`src/rtl/cmpl_lb_pkg.sv`:
```
package cmpl_lb_pkg;

   typedef enum logic [2:0] {
      ST_FWD,
      ST_ENTRY,
      ST_RATE_HOLD,
      ST_PATTERN,
      ST_EXIT_A,
      ST_EXIT_EIOS,
      ST_EXIT_IDLE
   } lb_state_e;

   localparam int unsigned RATE_W        = 3;
   localparam int unsigned EIOS_COUNT    = 8;
   // first setting index of each faster rate
   localparam int unsigned FIRST_5G      = 2;
   localparam int unsigned FIRST_8G      = 5;
   localparam int unsigned FIRST_16G     = 12;
   localparam int unsigned FIRST_32G     = 26;

   function automatic logic [RATE_W-1:0] setting_rate(input int unsigned s);
      if (s < FIRST_5G)       return RATE_W'(0);
      else if (s < FIRST_8G)  return RATE_W'(1);
      else if (s < FIRST_16G) return RATE_W'(2);
      else if (s < FIRST_32G) return RATE_W'(3);
      else                    return RATE_W'(4);
   endfunction

endpackage

```
`src/rtl/cmpl_lb_entry_det.sv`:
```
module cmpl_lb_entry_det #(
   parameter int unsigned WIN_CYC  = 500,
   parameter int unsigned IDLE_CYC = 500,
   localparam int unsigned MAXC    = (WIN_CYC > IDLE_CYC) ? WIN_CYC : IDLE_CYC,
   localparam int unsigned CW      = $clog2(MAXC + 1)
) (
   input  logic clk,
   input  logic rst_n,
   input  logic en,
   input  logic ts1_pad,
   input  logic other_exit,
   input  logic eios,
   input  logic cpat,
   input  logic unfwd,
   output logic trig
);

   if (WIN_CYC < 2)  begin : g_bad_win  $error("WIN_CYC must be at least 2");  end
   if (IDLE_CYC < 2) begin : g_bad_idle $error("IDLE_CYC must be at least 2"); end

   logic [CW-1:0] win_cnt;
   logic [CW-1:0] idle_cnt;
   logic          armed;
   logic          idle_run;

   always_ff @(posedge clk or negedge rst_n) begin
      if (!rst_n) begin
         win_cnt  <= '0;
         idle_cnt <= '0;
         armed    <= 1'b0;
         idle_run <= 1'b0;
      end else if (!en) begin
         win_cnt  <= '0;
         idle_cnt <= '0;
         armed    <= 1'b0;
         idle_run <= 1'b0;
      end else begin
         // qualifying window of PAD training sets
         if (!ts1_pad || other_exit)
            win_cnt <= '0;
         else if (win_cnt != CW'(WIN_CYC))
            win_cnt <= win_cnt + 1'b1;

         if (other_exit)
            armed <= 1'b0;
         else if (ts1_pad && win_cnt == CW'(WIN_CYC - 1))
            armed <= 1'b1;

         // bounded idle gap after an EIOS
         if (other_exit) begin
            idle_run <= 1'b0;
         end else if (armed && eios) begin
            idle_run <= 1'b1;
            idle_cnt <= '0;
         end else if (idle_run) begin
            if (idle_cnt == CW'(IDLE_CYC - 1))
               idle_run <= 1'b0;
            idle_cnt <= idle_cnt + 1'b1;
         end
      end
   end

   assign trig = en && armed && (cpat || (idle_run && unfwd));

endmodule

```
`src/rtl/cmpl_lb_setting.sv`:
```
module cmpl_lb_setting #(
   parameter int unsigned NUM_SET  = 37,
   parameter int unsigned LATE_SET = 26,
   localparam int unsigned SW      = $clog2(NUM_SET)
) (
   input  logic          clk,
   input  logic          rst_n,
   input  logic          take,
   input  logic          b_ts_seen,
   output logic [SW-1:0] sel
);

   if (NUM_SET < 2)         begin : g_bad_num  $error("NUM_SET must be at least 2");        end
   if (LATE_SET >= NUM_SET) begin : g_bad_late $error("LATE_SET must be below NUM_SET");    end

   logic [SW-1:0] cnt;

   assign sel = (b_ts_seen && cnt >= SW'(LATE_SET)) ? '0 : cnt;

   always_ff @(posedge clk or negedge rst_n) begin
      if (!rst_n)
         cnt <= '0;
      else if (take)
         cnt <= (sel == SW'(NUM_SET - 1)) ? '0 : sel + 1'b1;
   end

endmodule

```
`src/rtl/cmpl_lb_seq.sv`:
```
module cmpl_lb_seq
   import cmpl_lb_pkg::*;
#(
   parameter int unsigned LANES    = 4,
   parameter int unsigned MS_CYC   = 125000,
   parameter int unsigned NUM_SET  = 37,
   parameter int unsigned LATE_SET = 26,
   localparam int unsigned SW      = $clog2(NUM_SET),
   localparam int unsigned WIN_CYC = 5 * MS_CYC,
   localparam int unsigned HOLD_CYC = MS_CYC + MS_CYC / 2,
   localparam int unsigned TW      = $clog2(2 * MS_CYC + 1),
   localparam int unsigned EW      = $clog2(EIOS_COUNT + 1)
) (
   input  logic                 clk,
   input  logic                 rst_n,
   input  logic                 fwd_base_rate,
   input  logic [1:0]           rx_ts1_pad,
   input  logic [1:0]           rx_exit_any,
   input  logic [1:0]           rx_cpat,
   input  logic [1:0]           rx_eios,
   input  logic [1:0]           rx_exit_unfwd,
   input  logic [1:0]           rx_ts_seen,
   input  logic                 rxdet_done,
   input  logic [LANES-1:0]     rxdet_found,
   input  logic [LANES-1:0]     b_lane_exit,
   input  logic                 b_os_sent,
   output logic                 exec_mode,
   output logic                 a_port,
   output logic                 link_up_clr,
   output logic                 rx_ignore,
   output logic                 rxdet_req,
   output logic                 a_hold_idle,
   output logic                 b_hold_idle,
   output logic [RATE_W-1:0]    rate_code,
   output logic [LANES-1:0]     cpat_lane_en,
   output logic [SW-1:0]        cpat_setting,
   output logic [LANES-1:0]     a_exit_pat_lane,
   output logic                 b_send_eios
);

   if (LANES < 1)  begin : g_bad_lanes $error("LANES must be at least 1"); end
   if (MS_CYC < 2) begin : g_bad_ms    $error("MS_CYC must be at least 2"); end

   lb_state_e           state_q, state_d;
   logic [TW-1:0]       tmr;
   logic [EW-1:0]       eios_cnt;
   logic [RATE_W-1:0]   rate_q;
   logic [LANES-1:0]    det_q;
   logic [LANES-1:0]    exit_q;
   logic [SW-1:0]       sel_q;
   logic [SW-1:0]       sel_now;
   logic                a_port_q;
   logic [1:0]          seen_q;
   logic [1:0]          trig;
   logic                take;
   logic                win_port;
   logic                b_seen_now;
   logic                det_en;
   logic [LANES-1:0]    hit;

   assign det_en = (state_q == ST_FWD) && fwd_base_rate;

   for (genvar p = 0; p < 2; p++) begin : g_det
      cmpl_lb_entry_det #(
         .WIN_CYC  (WIN_CYC),
         .IDLE_CYC (WIN_CYC)
      ) u_det (
         .clk        (clk),
         .rst_n      (rst_n),
         .en         (det_en),
         .ts1_pad    (rx_ts1_pad[p]),
         .other_exit (rx_exit_any[1-p]),
         .eios       (rx_eios[p]),
         .cpat       (rx_cpat[p]),
         .unfwd      (rx_exit_unfwd[p]),
         .trig       (trig[p])
      );
   end

   assign take       = (state_q == ST_FWD) && (trig != 2'b00);
   assign win_port   = !trig[0];
   assign b_seen_now = win_port ? seen_q[0] : seen_q[1];

   cmpl_lb_setting #(
      .NUM_SET  (NUM_SET),
      .LATE_SET (LATE_SET)
   ) u_setting (
      .clk       (clk),
      .rst_n     (rst_n),
      .take      (take),
      .b_ts_seen (b_seen_now),
      .sel       (sel_now)
   );

   assign hit = b_lane_exit & det_q;

   always_comb begin
      state_d = state_q;
      unique case (state_q)
         ST_FWD:
            if (take) state_d = ST_ENTRY;
         ST_ENTRY:
            if (rxdet_done) begin
               if (rxdet_found == '0)
                  state_d = ST_EXIT_A;
               else if (setting_rate(32'(sel_q)) != '0)
                  state_d = ST_RATE_HOLD;
               else
                  state_d = ST_PATTERN;
            end
         ST_RATE_HOLD:
            if (tmr == TW'(HOLD_CYC - 1)) state_d = ST_PATTERN;
         ST_PATTERN:
            if (hit != '0) state_d = ST_EXIT_A;
         ST_EXIT_A:
            if (tmr == TW'(MS_CYC - 1))
               state_d = (rate_q != '0) ? ST_EXIT_EIOS : ST_FWD;
         ST_EXIT_EIOS:
            if (b_os_sent && eios_cnt == EW'(EIOS_COUNT - 1)) state_d = ST_EXIT_IDLE;
         ST_EXIT_IDLE:
            if (tmr == TW'(MS_CYC - 1)) state_d = ST_FWD;
         default:
            state_d = ST_FWD;
      endcase
   end

   always_ff @(posedge clk or negedge rst_n) begin
      if (!rst_n) begin
         state_q  <= ST_FWD;
         tmr      <= '0;
         eios_cnt <= '0;
         rate_q   <= '0;
         det_q    <= '0;
         exit_q   <= '0;
         sel_q    <= '0;
         a_port_q <= 1'b0;
         seen_q   <= '0;
      end else begin
         state_q <= state_d;
         seen_q  <= seen_q | rx_ts_seen;

         if (state_q == ST_FWD || state_d != state_q)
            tmr <= '0;
         else
            tmr <= tmr + 1'b1;

         if (state_q != ST_EXIT_EIOS)
            eios_cnt <= '0;
         else if (b_os_sent)
            eios_cnt <= eios_cnt + 1'b1;

         if (take) begin
            a_port_q <= win_port;
            sel_q    <= sel_now;
         end

         if (state_q == ST_ENTRY && rxdet_done) begin
            det_q  <= rxdet_found;
            exit_q <= '0;
         end

         if (state_q == ST_PATTERN && hit != '0)
            exit_q <= hit;

         if (state_q == ST_RATE_HOLD && state_d == ST_PATTERN)
            rate_q <= setting_rate(32'(sel_q));
         else if (state_q == ST_EXIT_IDLE && state_d == ST_FWD)
            rate_q <= '0;
      end
   end

   assign exec_mode       = (state_q != ST_FWD);
   assign a_port          = a_port_q;
   assign link_up_clr     = (state_q == ST_ENTRY);
   assign rxdet_req       = (state_q == ST_ENTRY);
   assign rx_ignore       = exec_mode;
   assign a_hold_idle     = exec_mode && (state_q != ST_EXIT_A);
   assign b_hold_idle     = exec_mode && (state_q != ST_PATTERN) && (state_q != ST_EXIT_EIOS);
   assign rate_code       = rate_q;
   assign cpat_lane_en    = (state_q == ST_PATTERN) ? det_q : '0;
   assign cpat_setting    = sel_q;
   assign a_exit_pat_lane = (state_q == ST_EXIT_A) ? exit_q : '0;
   assign b_send_eios     = (state_q == ST_EXIT_EIOS);

endmodule

```
`config.mk`:
```
export PLATFORM = sky130hd
export DESIGN_NAME = cmpl_lb_seq
export DESIGN_NICKNAME = d
export VERILOG_FILES = /design/src/rtl/cmpl_lb_pkg.sv /design/src/rtl/cmpl_lb_entry_det.sv /design/src/rtl/cmpl_lb_setting.sv /design/src/rtl/cmpl_lb_seq.sv
export SDC_FILE = /design/constraint.sdc
export NUM_CORES = 1
export LEC_CHECK = 0
export ABC_AREA = 0
export BUFFER_PORTS_ARGS = -buffer_cell sky130_fd_sc_hd__buf_2
export CAP_MARGIN = 10
export CORE_UTILIZATION = 40
export DETAILED_ROUTE_END_ITERATION = 8
export HOLD_SLACK_MARGIN = 0.15
export PLACE_DENSITY_LB_ADDON = 0.05
export SLEW_MARGIN = 20
export SYNTH_ARGS = -nofsm -noshare
export SYNTH_HDL_FRONTEND = slang
export SYNTH_HIERARCHICAL = 1
export SYNTH_SLANG_ARGS = --single-unit
export TNS_END_PERCENT = 100
```
`constraint.sdc`:
```
create_clock -name clk -period 5.3 [get_ports clk]
set_input_delay 0.265 -clock clk [delete_from_list [all_inputs] [get_ports clk]]
set_output_delay 0.265 -clock clk [all_outputs]
set_load 0.1 [all_outputs]
```
== Word level (Yosys, flattened, before mapping) ==
Index checks and enable logic that the tools add are counted.
Word-level totals
  register bits: 135
  latch bits: 0
  bits in writable memories: 0
  memory bits (read-only): 0
  word-level logic and storage cells: 163
  memories: 0
Cells by class
  $add $sub $neg: 7
  multiply operators: 0
  divide/modulo/power cells: 0
  magnitude comparators: 5
  equal/unequal tests: 29
  shift operators: 0
  multiplexer cells: 60
  bitwise logic cells: 2
  reductions and logical operators: 42
Operators by type and width (number)
  20-bit two-way mux: 14
  20-bit by 1-bit adder with 20-bit output (second input constant): 4
  20-bit equality test (second input constant): 4
  3-bit two-way mux: 18
  20-bit != test (second input constant): 2
  4-bit two-way mux: 6
  1-bit logical AND: 21
  3-bit case mux with 7 select lines: 1
  18-bit by 1-bit adder with 18-bit output (second input constant): 1
  18-bit by 17-bit equality test with 1-bit output (second input constant): 1
  18-bit equality test (second input constant): 1
  1-bit two-way mux: 18
  18-bit two-way mux: 1
  3-bit != test (second input constant): 5
  6-bit two-way mux: 2
  3-bit by 2-bit equality test with 1-bit output (second input constant): 3
  3-bit equality test (second input constant): 3
  3-bit nonzero test: 3
  2-bit nonzero test: 4
  6-bit by 1-bit adder with 6-bit output (second input constant): 1
  6-bit equality test (second input constant): 1
  6-bit by 5-bit >= comparator with 1-bit output (second input constant): 1
  3-bit zero test: 2
  6-bit by 2-bit less-than comparator with 1-bit output (second input constant): 1
  17 further kinds: 27

== Longest topological paths before layout ==
Gate-level depths: netlist of run 1.
  depth after elaboration: 17
  gate-level depth with buffers: 13
  depth with buffers taken out: 12

== Cells and area by module ==
The synthesis of run 1 kept the hierarchy.
Modules (own cells, without submodules)
  cmpl_lb_entry_det: times used 2, cells an instance 260, area an instance 2378.5 um^2
  cmpl_lb_seq: times used 1, cells an instance 241, area an instance 2466.1 um^2
  cmpl_lb_setting: times used 1, cells an instance 46, area an instance 425.4 um^2

== Least setup slack after synthesis of run 1 ==
Ideal clock, no wire load.
  kind: register -> register
  start: register state_q[0]
  end: register u_setting.cnt[3]
  library setup time: 95 ps
  data arrival time: 2807 ps
  setup slack: 2397 ps
  stages on the path, launching flop included: 14
  path buffers: 1
  clock period less this slack: 2903 ps
  path through: dfrtp_1 > buf_2 > nor3_1 > and2_1 > nand2_1 > nor2_1 > mux2_2 > o21ai_4 > nand2_2 > ha_1 > and4bb_1 > nand2_1 > nand2_2 > o31ai_1
On the way
  word-level cells in the longest chain between the ends: 9
Ends and longest elaborated chain
  start: declaration: line cmpl_lb_seq.sv:44  | lb_state_e state_q, state_d;
  start signal: assignment: line cmpl_lb_seq.sv:139  | state_q <= state_d;
  3-bit zero test *: line cmpl_lb_seq.sv:61  | assign det_en = (state_q == ST_FWD) && fwd_base_rate;
  1-bit logical AND *: line cmpl_lb_seq.sv:61
  named net det_en: line cmpl_lb_seq.sv:58  | logic det_en;
  1-bit logical AND * (2 in series): line cmpl_lb_entry_det.sv:63  | assign trig = en && armed && (cpat || (idle_run && unfwd));
  named net trig[0]: line cmpl_lb_seq.sv:54  | logic [1:0] trig;
  1-bit two-way mux *: line cmpl_lb_seq.sv:82  | assign b_seen_now = win_port ? seen_q[0] : seen_q[1];
  named net b_seen_now: line cmpl_lb_seq.sv:57  | logic b_seen_now;
  1-bit logical AND *: line cmpl_lb_setting.sv:18  | assign sel = (b_ts_seen && cnt >= SW'(LATE_SET)) ? '0 : cnt;
  6-bit two-way mux *: line cmpl_lb_setting.sv:18
  6-bit by 1-bit adder with 6-bit output / 6-bit equality test (equally long branches): line cmpl_lb_setting.sv:24  | cnt <= (sel == SW'(NUM_SET - 1)) ? '0 : sel + 1'b1;
  6-bit two-way mux *: line cmpl_lb_setting.sv:24
  end signal: assignment: line cmpl_lb_setting.sv:24
  end: declaration: line cmpl_lb_setting.sv:16  | logic [SW-1:0] cnt;
The timed path passes the listed nets; every way through them passes the cells marked *.
A chain may end at the register's enable or synchronous reset.

== Final worst setup path of run 1 ==
Same ends and word-level chain as after synthesis.

==> results of run 1 <==
[worst min-delay path by stage]
| stage | from | cells past startpoint | endpoint | slack [ns] |
|---|---|---|---|---|
| floorplan | rst_n | 0 | a_port | -0.03 |
| detailed placement | rst_n | 1 | g_det[1].u_det/idle_cnt[16] | 0.38 |
| CTS | rx_eios[0] | 3 | g_det[0].u_det/idle_run | 0.16 |
| global route | rx_eios[1] | 3 | g_det[1].u_det/idle_run | 0.17 |
| global placement | rst_n | 1 | g_det[1].u_det/idle_cnt[15] | 0.38 |
| finish | b_os_sent | 3 | eios_cnt[0] | 0.18 |
[logic make-up (layout without fill, tap and decap cells)]
| family | count (synthesis) | after routing |
|---|---|---|
| adder cells (fa/ha/maj) | 10 | 10 |
| AO/OA/AOI/OAI | 180 | 180 |
| XOR/XNOR | 40 | 40 |
| buffers and inverters | 59 | 107 |
| AND/OR/NAND/NOR | 359 | 359 |
| flip-flops | 135 | 135 |
| multiplexers | 24 | 24 |
[layer usage]
metal	routed length (um)	share of wire [%]	up-vias	GRT usage (%)
met3	642	3.5	13	4.27
met4	211	1.1	0	5.96
met2	8470	46	113	30.9
met1	9160	50	3143	27.6
met5	0	0	-	0
li1	-	-	3080	-
[stage by stage]
stage / worst slack, ns / hold WS, ns / util [%]
after floorplan: 2.40 / -0.0306 / -
after global placement: 1.87 / 0.379 / 42.8
after detailed placement: 1.69 / 0.376 / 42.8
after CTS: 1.68 / 0.156 / 46.7
after global routing: 1.30 / 0.171 / 46.7
final: 1.74 / 0.179 / 46.7
[cell usage in the layout (no fill, tap or decap), types with 4 or more instances in the layout]
cell type	synthesis	routed
or3_1	5	5
nor3_1	31	31
a21oi_1	26	26
or3_4	4	4
and4_1	18	18
o21a_1	5	5
nor4_1	9	9
nand3_1	41	41
and2_1	7	7
nand2b_1	5	5
xnor2_1	17	17
o31ai_1	10	10
mux2i_1	12	12
bufinv_16	0	4
nand2_1	79	79
mux2_2	12	12
inv_1	15	15
a21o_1	12	12
dlygate4sd3_1	0	11
clkbuf_16	0	17
buf_2	8	48
dfrtp_1	135	135
nor2b_1	5	5
nand4_1	22	22
and3_1	31	31
xor2_1	23	23
a41oi_1	8	8
or4_1	9	9
ha_1	10	10
nor4b_1	5	5
o21ai_0	42	42
nor2_1	51	51
a31oi_1	29	29
o211ai_1	6	6
[worst min-delay path: stages]
cell and delay [ns]:
buf_2 0.14, xnor2_1 0.08, nor2_1 0.08
[Yosys cell counts (8+ instances only)]
master	instances
xor2_1	23
a21oi_1	26
or4_1	9
a31oi_1	29
nand2_1	79
nor3_1	31
o31ai_1	10
nand4_1	22
mux2_2	12
inv_1	15
a41oi_1	8
nor2_1	51
ha_1	10
o21ai_0	42
xnor2_1	17
and3_1	31
buf_2	8
and4_1	18
nand3_1	41
mux2i_1	12
clkbuf_1	30
dfrtp_1	135
nor4_1	9
a21o_1	12
[power groups by stage]
stage | combinational, mW | clock, mW | sequential (mW)
after CTS | 0.700 | 1.30 | 1.15
after detailed placement | 0.692 | 0 | 1.17
after global routing | 0.748 | 1.34 | 1.16
final | 0.694 | 1.26 | 1.15
after global placement | 0.686 | 0 | 1.16
after floorplan | 0.594 | 0 | 1.12
[sequential cells by signal, indices dropped and copies added (netlist names)]
signal                count
g_det.u_det/win_cnt      40
g_det.u_det/idle_run      2
cpat_setting              6
g_det.u_det/idle_cnt     40
state_q                   3
a_port                    1
tmr                      18
seen_q                    2
g_det.u_det/armed         2
eios_cnt                  4
det_q                     4
rate_code                 3
u_setting/cnt             6
exit_q                    4
[layout make-up]
class / instances / area [um^2]
sequential: 135 / 3380
tap: 234 / 293
multi-input combinational: 613 / 4020
clock buffer: 19 / 453
timing repair buffer: 61 / 369
clock inverter: 12 / 176
inverter: 15 / 56.3
fill: 1785 / 9960
[repair_timing]
item                      CTS  global route
hold endpoints to repair   91             0
hold buffers               11             0
setup buffers               0             0
==> metrics.md, run 1 <==
| Metric | Value |
|---|---|
| Distinct cells, synth | `85` |
| CP Class | `reg -> reg` |
| Post-Synth Adder-Cell Area | `1.64%` |
| P_int | `around 2.1 mW` |
| Root buf cell | `clkbuf_16` |
| Status | `complete, no violations` |
| Leak Pwr | `3.86 nW` |
| Peak supply drop | `206 uV` |
| Core Region | `18700 um^2` |
| Post-synth ARST share | `100%` |
| Vias | `6349` |
| PnR Total Power | `3.11 mW` |
| CTS tree | `yes` |
| Worst endpoint required time | `5.62 ns` |
| Via density | `5.83` |
| Htree depth | `4` |
| Final antenna diode count | `0` |
| CTS Buffer Depth | `2` |
| Worst-margin pin slew | `0.794 ns` |
| Grt ovf | `0` |
| Final cycle utilization of the critical path | `between 60 and 70%` |
| Reg power frac | `37.0%` |
| PortBufs | `slightly below 50` |
| Critical Path End Type | `register` |
| Top fanout value on the critical path | `20` |
| Register area share after synthesis | `44.2%` |
| Final Net Count | `878` |
| Drt total wl | `18.5 mm` |
| Synth Area in Compound Gates | `16.3%` |
| Cts repair resizes | `0` |
| Clock sink count | `135` |
| Final Max Tran Viols | `0` |
| Dpl cells | `around 1000` |
| Setup crit end | `u_setting/cnt[3]` |
| Worst-path clk slew | `roughly 0.060 ns` |
| Routed wire per std cell | `17.0 um` |
| R2r endpoint | `u_setting/cnt[3]` |
| Fraction of layout cells with a size suffix above 1 | `14.9%` |
| Top delay family on crit path | `simple AND/OR/NAND/NOR gates` |
| Avg Cell Area, Syn | `~9.5 um^2` |
| Vias in the first global route | `6127` |
| Die Wd | `140 um` |
| Power density over cell area | `356 nW/um^2` |
| Skew-Pair Late Insertion Delay | `0.42 ns` |
| Initial antenna violation count | `0` |
| Area leader, netlist | `dfrtp_1` |
| Reg2reg start | `state_q[0]` |
| RSZ-0062 raised after global routing | `no` |
| Startpoint types | `register` |
| Dpl hpwl | `between 10 and 15 mm` |
| Final ANT Viol Nets | `0` |
| YS warnings | `6` |
| Total GRT Usage | `around a fifth` |
| Logic pwr share | `22.3%` |
| Rows | `50` |
| Cell Area, Synth | `7650 um^2` |
| Post-synthesis net count | `842` |
| Worst Setup SP | `state_q[0]` |
| Worst r2r path cells | `12` |
| Clock power share | `about two fifths` |
| Setup Viol. Count Final | `0` |
| Slew HR | `47.1%` |
| Arrival @ worst endpoint | `around 3.9 ns` |
| Cells after Synth | `807` |
| Placed Area | `8000 um^2` |
| Max cap viols | `0` |
| Crit-path cells | `nor3_1 -> and2_1 -> nand2_1 -> nor2_1 -> mux2_2 -> o21ai_4 -> nand2_2 -> ha_1 -> and4bb_1 -> nand2_1 -> nand2_2 -> o31ai_1` |
| First-pass GRT wire length | `31.1 mm` |
| Synthesized flop and latch total | `~140` |
| Post-synthesis simple-gate area fraction | `a little over a quarter` |
| Area grow syn2layout | `14.3%` |
| Initial Util | `40.9%` |
| Final hold violations | `0` |
| Hold Path Class | `in -> reg` |
| Worst Skew | `0.0107 ns` |
| Setup TNS | `0 ns` |
| Fin crit period | `3.56 ns` |
| FMAX | `281 MHz` |
| Die footprint | `19700 um^2` |
| Largest net degree at the start of global routing | `83` |
| Gpl congestion | `0.840` |
| Synth area leaders | `dfrtp_1 (44%), nand2_1 (3.9%), o21ai_0 (2.7%), nand3_1 (2.7%), xor2_1 (2.6%)` |
| CTS buffer count | `17` |
| IO Pins | `50` |
| Initial DRC count | `530` |
| DRC | `0` |
| XOR/XNOR Fraction of Synth Area | `approximately 4.6%` |
| Worst stage delay on the critical path | `0.59 ns` |
| Top cell type's share of synthesized area | `44.2%` |
| Switching Fraction | `about a third` |
| Flop2flop setup slack | `1.74 ns` |
| Max stage delay cell, worst path | `dfrtp_1` |
| Buf+Inv Stages, Crit Path | `0` |
| Final instance area | `8740 um^2` |
| Post-synth EDFFs | `0` |
| Finished Layout Cells | `1089` |
| Top_reg_cell synth | `dfrtp_1` |
| WP depth | `12` |
| Mux share of post-synthesis cell area | `3.34%` |
| DR pass1 iterations | `5` |
| Die height | `between 100 and 150 um` |
| Sw Pwr | `approximately 1.1 mW` |
| Largest family of logic cells by synthesized area | `simple AND/OR/NAND/NOR gates` |
(Power assumes the default switching activity.)
==> inputs of run 2 (changes only) <==
==> constraint.sdc (replaced) <==
create_clock -name clk -period 3.2 [get_ports clk]
set_input_delay 0.16 -clock clk [delete_from_list [all_inputs] [get_ports clk]]
set_output_delay 0.16 -clock clk [all_outputs]
set_load 0.1 [all_outputs]
==> metrics.md, run 2 (synthesis results as in run 1) <==
| Metric | Value |
|---|---|
| Max cap viols | `0 (unchanged)` |
| Global-route track usage on met3 | `4.10% (-0.17 points)` |
| Finished Layout Cells | `1104 (+1.4%)` |
| M1 GR Usage | `26.6% (-1.0 points)` |
| Die footprint | `19700 um^2 (unchanged)` |
| CTS buffer count | `17 (unchanged)` |
| FF+latch area | `3380 um^2 (unchanged)` |
| Clock sink count | `135 (unchanged)` |
| PnR Total Power | `5.15 mW (+66%)` |
| Global routing met2 resource utilization | `31.3% (+0.37 points)` |
| CTS Buffer Depth | `2 (unchanged)` |
| RSZ-0062 raised after global routing | `no` |
| Hold Path Class | `in -> reg` |
| Htree depth | `4 (unchanged)` |
| Placed Area | `8080 um^2 (+1.0%)` |
| Critical Path End Type | `register` |
| Via density | `5.76 (-1.3%)` |
| Most used routing layer in global routing | `met2` |
| Hold WS | `0.260 ns (+0.0812 ns)` |
| Status | `complete, no violations` |
| Worst-path clk slew | `0.06 ns (about the same)` |
| Final cycle utilization of the critical path | `86.0% (+19 points)` |
| FMAX | `364 MHz (+29%)` |
| Initial antenna violation count | `1 (+1)` |
| Core Region | `18700 um^2 (unchanged)` |
| Initial DRC count | `408 (-23%)` |
| Worst-margin pin slew | `0.854 ns (+0.0602 ns)` |
| Total GRT Usage | `19.8% (-0.045 points)` |
| DRC | `0 (unchanged)` |
| Drt total wl | `18.4 mm (-0.44%)` |
| Setup Viol. Count Final | `0 (unchanged)` |
| Root buf cell | `clkbuf_16` |
| Arrival @ worst endpoint | `3.08 ns (-0.79 ns)` |
| Final Net Count | `891 (+1.5%)` |
| Vias | `6355 (+0.095%)` |
| Worst endpoint required time | `3.53 ns (-2.09 ns)` |
| Largest net degree at the start of global routing | `89 (+7.2%)` |
| Cts repair resizes | `0 (unchanged)` |
| Worst stage delay on the critical path | `0.43 ns (-0.16 ns)` |
| Dpl cells | `1056 (+0.86%)` |
| Power density over cell area | `582 nW/um^2 (+64%)` |
| Multi-input combinational cell area | `4020 um^2 (unchanged)` |
| CP Class | `reg -> reg` |
| Final ANT Viol Nets | `0 (unchanged)` |
| Rows | `50 (unchanged)` |
| Slew HR | `43.1% (-4.0 points)` |
| Grt ovf | `0 (unchanged)` |
| Top delay family on crit path | `simple AND/OR/NAND/NOR gates` |
| Fraction of layout cells with a size suffix above 1 | `15.8% (+0.91 points)` |
| Top fanout value on the critical path | `8 (-60%)` |
| Die height | `140 um (unchanged)` |
| Fin crit period | `2.75 ns (-0.807 ns)` |
| Crit-path cells | `nor3_1 -> and2_1 -> nand2_1 -> nor2_1 -> mux2_2 -> o21ai_4 -> nand2_2 -> ha_1 -> and4bb_1 -> nand2_1 -> nand2_2 -> o31ai_1` |
| Leak Pwr | `3.92 nW (+1.6%)` |
| PortBufs | `49 (unchanged)` |
| Dpl hpwl | `12.9 mm (+1.1%)` |
| Setup TNS | `0 ns (unchanged)` |
| Final Max Tran Viols | `0 (unchanged)` |
| First-pass GRT wire length | `31.2 mm (+0.35%)` |
| Most common cell after layout, fill and taps aside | `dfrtp_1` |
| Initial Util | `40.9% (unchanged)` |
| Gpl congestion | `0.805 (-4.1%)` |
| Peak supply drop | `341 uV (+65%)` |
| Buf+Inv Stages, Crit Path | `0 (unchanged)` |
| Highest-count cells in the layout ignoring fill and taps | `dfrtp_1 (135), nand2_1 (79), nor2_1 (51), buf_2 (48), o21ai_0 (42)` |
| Top flop regs | `g_det.u_det/idle_cnt x40, g_det.u_det/win_cnt x40, tmr x18` |
| Routed wire per std cell | `16.7 um (-1.8%)` |
| DR pass1 iterations | `5 (unchanged)` |
| Max stage delay cell, worst path | `mux2_2` |
| Vias in the first global route | `6296 (+2.8%)` |
| CTS tree | `yes` |
| Fillers | `1770 (-0.84%)` |
| Area grow syn2layout | `15.7%` |
| Die Wd | `140 um (unchanged)` |
| Startpoint types | `register` |
| Worst Skew | `0.0114 ns (+0.000714 ns)` |
| Final hold violations | `0 (unchanged)` |
| Skew-Pair Late Insertion Delay | `0.42 ns (about the same)` |
| IO Pins | `50 (unchanged)` |
| Final instance area | `8850 um^2 (+1.2%)` |
## run 2: worst reg2reg max path, stage by stage, from the launching register on
cell and delay [ns]:
dfrtp_1 0.38, nor3_1 0.25, and2_1 0.21, nand2_1 0.06, nor2_1 0.26, mux2_2 0.43, o21ai_4 0.13, nand2_2 0.11
ha_1 0.20, and4bb_1 0.20, nand2_1 0.15, nand2_2 0.06, o31ai_1 0.23
## run 2: timing repair
item	CTS	global route
hold buffers	15	0
endpoints found under the hold margin	102	0
buffers inserted	0	0
## run 2: final timing paths
path | startpoint | end | slack, ns | cells past startpoint
max | state_q[0] | u_setting/cnt[3] | 0.45 | 12
max reg2reg | state_q[0] | u_setting/cnt[3] | 0.45 | 12
min | rx_exit_any[1] | g_det[0].u_det/armed | 0.26 | 3
max in group asynchronous | rst_n | exit_q[2] | 2.07 | 3
min reg2reg | seen_q[1] | seen_q[1] | 0.48 | 1
min in group asynchronous | rst_n | g_det[1].u_det/idle_cnt[14] | 0.37 | 2
## run 2: per-stage QoR
| stage | worst slack [ns] | util [%] |
|---|---|---|
| 4_1_cts | 0.427 | 47.3 |
| 3_3_place_gp | 0.518 | 43.2 |
| 3_5_place_dp | 0.440 | 43.2 |
| 6_report | 0.449 | 47.3 |
| 2_1_floorplan | 0.297 | - |
| 5_1_grt | 0.232 | 47.3 |
## run 2: area by class of cell
class	count	area share, %
multi-input cells	613	45.4
flip-flops and latches	135	38.2
repair buffers	74	5.53
clock buffers	18	4.96
well taps	234	3.31
clock inverters	14	1.97
inverters	15	0.636
diodes	1	0.0283
## run 2: routing by layer
layer  share of wire [%]  vias to the layer above
met3                 2.9                       18
met4                 1.4                        0
li1                    -                     3106
met1                  49                     3134
met5                   0                        -
met2                  47                       97
## run 2: report_power, final
group | switching (mW) | internal [mW] | total (mW)
Sequential | 0.0610 | 1.79 | 1.85
Combinational | 0.956 | 0.318 | 1.27
Clock | 0.774 | 1.25 | 2.03
==> inputs of run 3 (changes only) <==
--- a/config.mk
+++ b/config.mk
@@ -15,6 +15,5 @@
 export SLEW_MARGIN = 20
 export SYNTH_ARGS = -nofsm -noshare
 export SYNTH_HDL_FRONTEND = slang
-export SYNTH_HIERARCHICAL = 1
 export SYNTH_SLANG_ARGS = --single-unit
 export TNS_END_PERCENT = 100
==> metrics.md, run 3 <==
| Metric | Value |
|---|---|
| Critical Path End Type | `register` |
| Mux share of post-synthesis cell area | `1.17% (-2.2 points)` |
| Core Region | `18100 um^2 (-3.0%)` |
| PortBufs | `49 (unchanged)` |
| Top cells by count, synth | `dfrtp_1 (135), nand2_1 (78), nor2_1 (77)` |
| Final antenna diode count | `0 (-1)` |
| Startpoint types | `register` |
| Distinct cells, synth | `75 (-12%)` |
| Post-synth EDFFs | `0 (unchanged)` |
| CTS tree | `yes` |
| Htree depth | `4 (unchanged)` |
| Top flop regs | `g_det.u_det.idle_cnt x40, g_det.u_det.win_cnt x40, tmr x18` |
| Area leader, netlist | `dfrtp_1` |
| Root buf cell | `clkbuf_16` |
| DRC | `3 (+3)` |
| Cell Area, Synth | `7470 um^2 (-2.3%)` |
| Skew-Pair Late Insertion Delay | `0.42 ns (about the same)` |
| Via density | `5.55 (-3.5%)` |
| Synth area leaders | `dfrtp_1 (45%), xnor2_1 (4.0%), nand2_1 (3.9%), nor2_1 (3.9%), xor2_1 (3.6%)` |
| Vias | `6037 (-5.0%)` |
| Rows | `49 (-2.0%)` |
| Crit-path cells | `nor4b_4 -> nand4_1 -> and2_4 -> o21ai_2 -> ha_1 -> nor3b_1 -> and2_1 -> and4_1 -> o31ai_1 -> a32o_1` |
| Leak Pwr | `3.65 nW (-6.9%)` |
| DR pass1 iterations | `9 (+4)` |
| Post-synthesis simple-gate area fraction | `29.4% (+2.7 points)` |
| Gpl congestion | `0.839 (+4.2%)` |
| Most common cell after layout, fill and taps aside | `dfrtp_1` |
| Area grow syn2layout | `16.8%` |
| Setup TNS | `0 ns (unchanged)` |
| Slew HR | `43.9% (+0.88 points)` |
| Status | `complete, but fails checks` |
| Worst stage delay on the critical path | `0.41 ns (-0.02 ns)` |
| Register area share after synthesis | `45.2% (+1.0 points)` |
| Synthesized flop and latch total | `135 (unchanged)` |
| Final cycle utilization of the critical path | `86.5% (+0.56 points)` |
| Worst setup slack after placement | `0.434 ns (-0.00625 ns)` |
| Final worst slack | `0.431 ns (-0.0180 ns)` |
| YS warnings | `0 (-6)` |
| CTS Buffer Depth | `2 (unchanged)` |
| Die Wd | `139 um (-1.1%)` |
| Final ANT Viol Nets | `0 (unchanged)` |
| CP Class | `reg -> reg` |
| Routed wire per std cell | `15.7 um (-5.9%)` |
| Cts repair resizes | `0 (unchanged)` |
| Max stage delay cell, worst path | `dfrtp_1` |
| Post-Synth Adder-Cell Area | `1.67% (+0.038 points)` |
| Clock sink count | `135 (unchanged)` |
| Top_reg_cell synth | `dfrtp_1` |
| Synth Area in Compound Gates | `11.6% (-4.6 points)` |
| Fillers | `1678 (-5.2%)` |
| Largest family of logic cells by synthesized area | `simple AND/OR/NAND/NOR gates` |
| Hold path depth | `4 (+1)` |
| Top fanout value on the critical path | `5 (-3)` |
| Setup Viol. Count Final | `0 (unchanged)` |
| Worst-path clk slew | `0.06 ns (about the same)` |
| Fraction of layout cells with a size suffix above 1 | `15.0% (-0.73 points)` |
| Post-synth ARST share | `100% (unchanged)` |
| Avg Cell Area, Syn | `9.60 um^2 (+1.2%)` |
| Vias in the first global route | `5792 (-8.0%)` |
| Arrival @ worst endpoint | `3.07 ns (about the same)` |
| Peak supply drop | `315 uV (-7.6%)` |
| Max cap viols | `0 (unchanged)` |
| XOR/XNOR Fraction of Synth Area | `7.62% (+3.0 points)` |
| Initial DRC count | `342 (-16%)` |
| Top cell type's share of synthesized area | `45.2% (+1.0 points)` |
| Final Max Tran Viols | `0 (unchanged)` |
| Highest-count cells in the layout ignoring fill and taps | `dfrtp_1 (135), nand2_1 (78), nor2_1 (77), buf_2 (48), nand3_1 (40)` |
| IO Pins | `50 (unchanged)` |
| Initial antenna violation count | `0 (-1)` |
| Post-synthesis net count | `814 (-3.3%)` |
| Die footprint | `19200 um^2 (-2.2%)` |
| Final Net Count | `881 (-1.1%)` |
| Count leader, synth | `dfrtp_1` |
| Cells after Synth | `779 (-3.5%)` |
| Failing checks | `DRC` |
| Largest net degree at the start of global routing | `88 (-1.1%)` |
| RSZ-0062 raised after global routing | `no` |
| Worst endpoint required time | `3.50 ns (-0.03 ns)` |
| Worst-margin pin slew | `0.841 ns (-0.0131 ns)` |
| Worst Skew | `0.00984 ns (-0.00157 ns)` |
| Initial Util | `41.2% (+0.30 points)` |
| Dpl hpwl | `11.8 mm (-8.5%)` |
| Grt ovf | `0 (unchanged)` |
| Drt total wl | `17.1 mm (-7.3%)` |
| Final hold violations | `0 (unchanged)` |
| CTS buffer count | `17 (unchanged)` |
| First-pass GRT wire length | `29.3 mm (-6.0%)` |
| Power density over cell area | `570 nW/um^2 (-2.0%)` |
| Die height | `139 um (-1.1%)` |
| FMAX | `361 MHz (-0.65%)` |
| Total GRT Usage | `18.8% (-1.0 points)` |
| Fin crit period | `2.77 ns (+0.0180 ns)` |
| Hold Path Class | `in -> reg` |
| Worst r2r path cells | `10 (-2)` |
[run 3: path summary, 6_finish.rpt]
kind                       startpoint                           to  slack, ns
max                        state_q[2]             u_setting.cnt[3]       0.43
min                        rx_eios[0]  g_det[0].u_det.idle_cnt[14]       0.17
max reg2reg                state_q[2]             u_setting.cnt[3]       0.43
min reg2reg                 seen_q[0]                    seen_q[0]       0.48
max in group asynchronous       rst_n                    exit_q[0]       2.07
min in group asynchronous       rst_n  g_det[0].u_det.idle_cnt[19]       0.38
[run 3: cells by family (layout without fill, tap and decap cells)]
| group | count (synthesis) | count (layout) |
|---|---|---|
| buffers and inverters | 46 | 125 |
| flip-flops | 135 | 135 |
| XOR/XNOR | 65 | 65 |
| AND/OR/NAND/NOR | 387 | 387 |
| adder cells (fa/ha/maj) | 10 | 10 |
| AO/OA/AOI/OAI | 128 | 128 |
| multiplexers | 8 | 8 |
[run 3: per-stage QoR]
step | cell area, um^2 | total power, mW | cells | hold slack [ns] | util (%)
after global routing | 8730 | 5.21 | 1087 | 0.187 | 48.1
after global placement | 7920 | 2.80 | 1041 | 0.291 | 43.7
after CTS | 8730 | 5.03 | 1087 | 0.152 | 48.1
after detailed placement | 7920 | 2.82 | 1041 | 0.303 | 43.7
final | 8730 | 4.98 | 1087 | 0.174 | 48.1
after floorplan | 7470 | 2.61 | 779 | -0.136 | -
[run 3: report_power, final]
| group | switching, mW | internal [mW] | total (mW) |
|---|---|---|---|
| Combinational | 0.697 | 0.246 | 0.943 |
| Clock | 0.724 | 1.46 | 2.18 |
| Sequential | 0.0734 | 1.78 | 1.85 |
| Total | 1.49 | 3.48 | 4.98 |
[run 3: per-layer routing]
metal	up-vias	GRT usage, %	share of wire [%]
met5	-	0	0
met4	0	4.85	1.1
met3	13	5.25	3.9
met2	103	29.4	46
met1	2951	25.5	49
li1	2970	-	-
[run 3: critical path, delay by kind of cell, from the launching register on]
kind / cells / cell delay [ns]
AO/OA/AOI/OAI: 3 / 0.53
adder cells (fa/ha/maj): 1 / 0.16
flip-flops: 1 / 0.41
AND/OR/NAND/NOR: 6 / 1.55
[run 3: cell type report]
type                    count  area (um^2)  share of cell area [%]
flip-flops and latches    135         3380                    38.7
repair buffers             73          482                    5.52
inverters                  21         78.8                   0.903
multi-input cells         598         3850                    44.1
well taps                 229          287                    3.28
clock buffers              23          488                    5.59
clock inverters             8          168                    1.92
[run 3: repair_timing]
item	4_1_cts	5_1_grt
setup buffers	0	0
endpoints found under the hold margin	103	0
hold buffers	15	0
